<file path="src/rtl/tmr_route_pkg.sv">
package tmr_route_pkg;
  localparam int unsigned OFF_W     = 5;
  localparam int unsigned MAX_CORES = 4;

  typedef enum logic [1:0] {
    ACC_NONE  = 2'd0,
    ACC_HIT   = 2'd1,
    ACC_MISS  = 2'd2,
    ACC_FAULT = 2'd3
  } acc_kind_e;
endpackage

</file>
<file path="src/rtl/tmr_route_decode.sv">
module tmr_route_decode
  import tmr_route_pkg::*;
#(
  parameter int unsigned ADDR_W    = 8,
  parameter int unsigned CID_W     = 2,
  parameter int unsigned NUM_CORES = 4,
  parameter int unsigned BE_W      = 4
) (
  input  logic              req,
  input  logic [ADDR_W-1:0] addr,
  input  logic [BE_W-1:0]   be,
  input  logic [CID_W-1:0]  core_id,
  output acc_kind_e         kind,
  output logic [CID_W-1:0]  tgt
);
  localparam int unsigned WIN_W   = ADDR_W - OFF_W;
  localparam int unsigned ALIGN_W = (BE_W > 1) ? $clog2(BE_W) : 1;

  logic [WIN_W-1:0] win;
  logic             whole_word;

  assign win        = addr[ADDR_W-1:OFF_W];
  assign whole_word = (be == {BE_W{1'b1}}) && (addr[ALIGN_W-1:0] == '0);

  always_comb begin
    kind = ACC_NONE;
    tgt  = '0;
    if (req) begin
      if (!whole_word) begin
        kind = ACC_FAULT;
      end else if (win == '0) begin
        if (32'(core_id) < NUM_CORES) begin
          kind = ACC_HIT;
          tgt  = core_id;
        end else begin
          kind = ACC_FAULT;
        end
      end else if (32'(win) <= NUM_CORES) begin
        kind = ACC_HIT;
        tgt  = CID_W'(win - WIN_W'(1));
      end else begin
        kind = ACC_MISS;
      end
    end
  end
endmodule

</file>
<file path="src/rtl/tmr_route_strobe.sv">
module tmr_route_strobe
  import tmr_route_pkg::*;
#(
  parameter int unsigned CID_W     = 2,
  parameter int unsigned NUM_CORES = 4
) (
  input  acc_kind_e              kind,
  input  logic [CID_W-1:0]       tgt,
  output logic [NUM_CORES-1:0]   sel
);
  for (genvar k = 0; k < NUM_CORES; k++) begin : g_sel
    assign sel[k] = (kind == ACC_HIT) && (tgt == CID_W'(k));
  end
endmodule

</file>
<file path="src/rtl/tmr_route_resp.sv">
module tmr_route_resp
  import tmr_route_pkg::*;
#(
  parameter int unsigned CID_W     = 2,
  parameter int unsigned NUM_CORES = 4,
  parameter int unsigned DATA_W    = 32
) (
  input  logic                        clk,
  input  logic                        rst_n,
  input  acc_kind_e                   kind,
  input  logic                        we,
  input  logic [CID_W-1:0]            tgt,
  input  logic [NUM_CORES*DATA_W-1:0] tmr_rdata,
  output logic [DATA_W-1:0]           rdata,
  output logic                        err
);
  logic [DATA_W-1:0] picked;
  logic [DATA_W-1:0] rdata_d, rdata_q;
  logic              err_d, err_q;
  logic              live_d, live_q;
  logic              rsp_en;

  always_comb begin
    picked = '0;
    for (int k = 0; k < NUM_CORES; k++) begin
      if (tgt == CID_W'(k)) picked = tmr_rdata[k*DATA_W +: DATA_W];
    end
  end

  // Registers load while a request is present or one was present last cycle.
  assign live_d  = (kind != ACC_NONE);
  assign rsp_en  = live_d || live_q;
  assign rdata_d = ((kind == ACC_HIT) && !we) ? picked : '0;
  assign err_d   = (kind == ACC_FAULT);

  always_ff @(posedge clk or negedge rst_n) begin
    if (!rst_n) begin
      rdata_q <= '0;
      err_q   <= 1'b0;
      live_q  <= 1'b0;
    end else begin
      live_q <= live_d;
      if (rsp_en) begin
        rdata_q <= rdata_d;
        err_q   <= err_d;
      end
    end
  end

  assign rdata = rdata_q;
  assign err   = err_q;
endmodule

</file>
<file path="src/rtl/tmr_bank_router.sv">
module tmr_bank_router
  import tmr_route_pkg::*;
#(
  parameter int unsigned ADDR_W    = 8,
  parameter int unsigned CID_W     = 2,
  parameter int unsigned NUM_CORES = 4,
  parameter int unsigned DATA_W    = 32
) (
  input  logic                        clk,
  input  logic                        rst_n,
  input  logic                        bus_req,
  input  logic                        bus_we,
  input  logic [ADDR_W-1:0]           bus_addr,
  input  logic [DATA_W/8-1:0]         bus_be,
  input  logic [CID_W-1:0]            bus_core_id,
  input  logic [DATA_W-1:0]           bus_wdata,
  output logic [DATA_W-1:0]           bus_rdata,
  output logic                        bus_err,
  output logic [NUM_CORES-1:0]        tmr_sel,
  output logic                        tmr_we,
  output logic [OFF_W-1:0]            tmr_off,
  output logic [DATA_W-1:0]           tmr_wdata,
  input  logic [NUM_CORES*DATA_W-1:0] tmr_rdata,
  input  logic [NUM_CORES-1:0]        tmr_irq,
  output logic [NUM_CORES-1:0]        irq_out
);
  localparam int unsigned BE_W = DATA_W / 8;

  if (NUM_CORES < 1 || NUM_CORES > MAX_CORES || NUM_CORES > (1 << CID_W)) begin : g_bad_cores
    $error("tmr_bank_router: NUM_CORES must lie in 1..4 and fit the core ID");
  end

  acc_kind_e        kind;
  logic [CID_W-1:0] tgt;

  tmr_route_decode #(
    .ADDR_W(ADDR_W), .CID_W(CID_W), .NUM_CORES(NUM_CORES), .BE_W(BE_W)
  ) u_decode (
    .req(bus_req), .addr(bus_addr), .be(bus_be), .core_id(bus_core_id),
    .kind(kind), .tgt(tgt)
  );

  tmr_route_strobe #(
    .CID_W(CID_W), .NUM_CORES(NUM_CORES)
  ) u_strobe (
    .kind(kind), .tgt(tgt), .sel(tmr_sel)
  );

  tmr_route_resp #(
    .CID_W(CID_W), .NUM_CORES(NUM_CORES), .DATA_W(DATA_W)
  ) u_resp (
    .clk(clk), .rst_n(rst_n), .kind(kind), .we(bus_we), .tgt(tgt),
    .tmr_rdata(tmr_rdata), .rdata(bus_rdata), .err(bus_err)
  );

  assign tmr_we    = bus_we;
  assign tmr_off   = bus_addr[OFF_W-1:0];
  assign tmr_wdata = bus_wdata;

  for (genvar k = 0; k < NUM_CORES; k++) begin : g_irq
    assign irq_out[k] = tmr_irq[k];
  end
endmodule

</file>
<file path="config.mk">
export PLATFORM = sky130hd
export DESIGN_NAME = tmr_bank_router
export DESIGN_NICKNAME = d
export VERILOG_FILES = /design/src/rtl/tmr_route_pkg.sv /design/src/rtl/tmr_route_decode.sv /design/src/rtl/tmr_route_strobe.sv /design/src/rtl/tmr_route_resp.sv /design/src/rtl/tmr_bank_router.sv
export SDC_FILE = /design/constraint.sdc
export NUM_CORES = 1
export LEC_CHECK = 0
export CORE_ASPECT_RATIO = 2
export CORE_MARGIN = 4
export CORE_UTILIZATION = 27
export CTS_BUF_LIST = sky130_fd_sc_hd__clkbuf_4 sky130_fd_sc_hd__clkbuf_8 sky130_fd_sc_hd__clkbuf_16
export DETAILED_ROUTE_END_ITERATION = 10
export PLACE_DENSITY = 0.77
export SETUP_SLACK_MARGIN = 0.1
export SYNTH_ARGS = -nofsm -noshare
export SYNTH_HDL_FRONTEND = slang
export SYNTH_SLANG_ARGS = --single-unit
</file>
<file path="constraint.sdc">
create_clock -name clk -period 2.1 [get_ports clk]
set_clock_uncertainty 0.15 [all_clocks]
set_input_delay 0.42 -clock clk [delete_from_list [all_inputs] [get_ports clk]]
set_output_delay 0.42 -clock clk [all_outputs]
set_load 0.02 [all_outputs]
</file>
==> flow_summary.yaml <==
synth:
  synth_seq_area_share_pct: 31.9
  yosysWarningCount: 0
  synth_nets: 485
  synth_top_cell_by_area: "sky130_fd_sc_hd__dfrtp_1"
  avgSynthCellArea_um2: 8.83
  synth.area.top_cells: "sky130_fd_sc_hd__dfrtp_1 32%, sky130_fd_sc_hd__buf_4 12%, sky130_fd_sc_hd__o221ai_1 5.9%"
  synthesis.area_um2: 2670
  post_synth_inst_count: 302
  synth_top_cell_area_share_pct: 31.9
  async_flop_share_pct: 100
  synth.ff_latch_count: 34
  synth_ff_type: "sky130_fd_sc_hd__dfrtp_1"
  post_synth_num_cell_types: 44
  synth-edff-count: 0
routing:
  remaining_drc_errors: 0
  drt_wl_cell_um: 20.7
  first_iter_violations: 122
  route.final.wire_length_mm: 12.6
  drt-pass1-iter-count: 4
  ant_nets: 0
  vias_per_cell: 5.28
  vias: 3229
finish:
  n_fill_cell: 879
  multi_input_comb_area_um2: 1660
  seqCellArea_um2: 851
  share_of_cells_above_drive_strength_1_pct: 24.4
  area_delta_synth_final_pct: 95.1
  post_layout_nonfiller_instances: 611
  finalNetCount: 661
  num_antenna_cells: 0
clock_network:
  cts_tree: "yes"
  clk_latency_ps: 280
  ctsLongestPathBuffers: 2
  cts.clk_slew.worst_paths_ps: 50
  cts.root.buffer_cell: "sky130_fd_sc_hd__clkbuf_16"
  cts_sinks: 34
  htreeDepth: 2
  cts_made_buffers: 5
global_routing:
  grt_remaining_overflow: 0
  first_global_vias: 3525
  number_of_antenna_violations_at_the_first_check_in_global_routing: 0
  grt_start_max_net_pins: 35
  grt_pass1_wl_mm: 18.6
  global_route.usage.total_pct: 20.9
timing:
  maxSlewViolCount: 0
  period_minus_slack_ps: 2110
  final-hold-violation-count: 0
  setup_slack_ps: -10.3
  worst_slew_pin_slew_ps: 809
  max_freq_mhz: 474
  slew-limit-headroom_pct: 46.1
  fin_crit_sh_pct: 100
  setup_viol: 1
  grt_setup_unrepaired: "true"
power:
  netSwitchingFraction_pct: 25.1
  p_comb_share_pct: 30.7
  design_power_total_uw: 2050
  vdd_drop_max_mv: 0.253
  power.static_leakage_uw: 0.00206
  p_sw_uw: 514
  clkPwrFrac_pct: 37.0
  seq_power_share_pct: 32.3
  pwr_density_cell_nw_per_um2: 394
  internal_power_uw: 1530
critical_path:
  critical_path_buf_inv_count: 3
  crit_path_category: "input port to output pin"
  timing.critical_path.to_type: "output pin"
  cp_top_family: "simple AND/OR/NAND/NOR gates"
  largest_stage_delay_worst_path_ps: 420
  critical_path_cell_by_cell: "buf_8, buf_4, or3_4, a21boi_4, and2_4, buf_6"
  critPathArrivalTime_ps: 1540
  worstSetupStartpoint: "bus_addr[5]"
  worst-path-max-fanout: 5
  critical-path-slowest-cell: "sky130_fd_sc_hd__or3_4"
  start_kind: "input port"
  critical_path_required_ps: 1530
  rr_startpoint: "u_resp.live_q"
flow_run:
  timing.max_cap.violations: 0
floorplan:
  die-area_um2: 11600
  io_pins: 261
  fp.coreArea_um2: 9700
  dieWidth_um: 78.3
  dieHeight_um: 149
  rows: 51
  initial_core_utilization_pct: 27.5
place:
  dp_slack_ps: -892
  dp.cells: 585
  io_port_bufs: 182
  post-dp-hpwl_mm: 9.70
  routability_cong: 0.827
hold_path:
  hp-class: "input port to asynchronous set/reset pin"
run_status:
  violations: "negative setup slack"
  result_of_the_run: "complete, but fails checks"
==> sequential cells by signal, summed over array words and instances, names as in the netlist <==
signal	count
u_resp.err	1
u_resp.rdata	32
u_resp.live_q	1
==> cell usage after synthesis (all sizes together), types with 2 or more instances <==
cell    instances
inv             5
and2            2
and3           19
a221oi         13
nor4            2
clkbuf          9
o221ai         18
o22ai           2
dfrtp          34
o21ai          47
nor2            5
o311a          13
nor2b           4
nand3           2
a211oi         18
buf            57
nand2          36
a21oi           2
==> final timing paths <==
path | to | slack [ps] | depth (start not counted)
max | tmr_sel[1] | -10 | 6
min | u_resp.rdata[31] | 80 | 1
max reg2reg | u_resp.rdata[9] | 480 | 7
min reg2reg | u_resp.rdata[19] | 330 | 2
max in group asynchronous | u_resp.rdata[13] | 1200 | 1
min in group clk | u_resp.rdata[19] | 330 | 2
==> cells in the final DEF (no fill, tap or decap), types with 2 or more instances in the layout <==
cell type	count
sky130_fd_sc_hd__a221oi_4	7
sky130_fd_sc_hd__clkdlybuf4s50_1	164
sky130_fd_sc_hd__a211oi_1	18
sky130_fd_sc_hd__o221ai_1	18
sky130_fd_sc_hd__and3_1	19
sky130_fd_sc_hd__dlygate4sd2_1	6
sky130_fd_sc_hd__o311a_1	12
sky130_fd_sc_hd__o22ai_4	2
sky130_fd_sc_hd__buf_6	13
sky130_fd_sc_hd__nand2_4	2
sky130_fd_sc_hd__buf_12	2
sky130_fd_sc_hd__clkbuf_4	2
sky130_fd_sc_hd__a221oi_2	6
sky130_fd_sc_hd__buf_2	2
sky130_fd_sc_hd__clkdlybuf4s15_1	2
sky130_fd_sc_hd__nor4_4	2
sky130_fd_sc_hd__nor2b_4	2
sky130_fd_sc_hd__nor2_4	3
sky130_fd_sc_hd__buf_4	35
sky130_fd_sc_hd__a21oi_1	2
sky130_fd_sc_hd__clkbuf_16	6
sky130_fd_sc_hd__dfrtp_1	34
sky130_fd_sc_hd__inv_2	2
sky130_fd_sc_hd__nand2_1	33
sky130_fd_sc_hd__o21ai_0	13
sky130_fd_sc_hd__o21ai_1	32
sky130_fd_sc_hd__buf_8	7
==> power by group through the flow <==
stage | Combinational [uW] | Sequential, uW | Clock (uW)
final | 628 | 661 | 758
after detailed placement | 531 | 673 | 0
after global placement | 524 | 673 | 0
after global routing | 664 | 661 | 803
after CTS | 607 | 661 | 773
after floorplan | 265 | 676 | 0
==> cell families (layout without fill, tap and decap cells) <==
logic type	after synthesis	in the layout	share of synthesized area [%]
AOI/OAI and AO/OA	119	119	34.6
and+or+nand+nor	76	76	15.1
buffers and inverters	71	248	17.3
DFF	34	34	31.9
adders and majority gates	1	1	0.469
xor gates and xnor gates	1	1	0.610
==> routing by layer <==
layer | vias to the layer above | track usage, % | share of wire (%)
met5 | - | 0 | 0
met4 | 0 | 14.7 | 7.1
met3 | 74 | 4.00 | 6.0
met2 | 157 | 40.6 | 56
met1 | 1536 | 18.4 | 31
li1 | 1462 | - | -
==> repair_timing <==
item / 4_1_cts / 5_1_grt
resized for setup: 82 / 36
setup endpoints to repair: 39 / 30
endpoints found under the hold margin: 0 / 0
hold buffers: 0 / 0
pin swaps: 17 / 27
buffers inserted: 14 / 3
cloned: 1 / 2
==> area by class of cell <==
class | instances | area share, %
Clock inverter | 1 | 0.0962
Sequential cell | 34 | 16.4
Multi-Input combinational cell | 197 | 31.9
Clock buffer | 7 | 2.81
Inverter | 5 | 0.505
Timing Repair Buffer | 235 | 45.1
Tap cell | 132 | 3.17
==> through the flow <==
step | setup TNS [ps] | hold WS [ps] | utilization [%] | area, um^2
6_report | -10.3 | 83.7 | 53.6 | 5200
5_1_grt | -96.3 | 142 | 53.6 | 5200
3_3_place_gp | -23810 | 317 | 47.1 | 4570
3_5_place_dp | -24540 | 320 | 47.1 | 4570
2_1_floorplan | -45.4 | -25.6 | - | 2780
4_1_cts | -32.4 | 104 | 51.7 | 5020
Note: power is estimated with default switching activity, not from simulation.
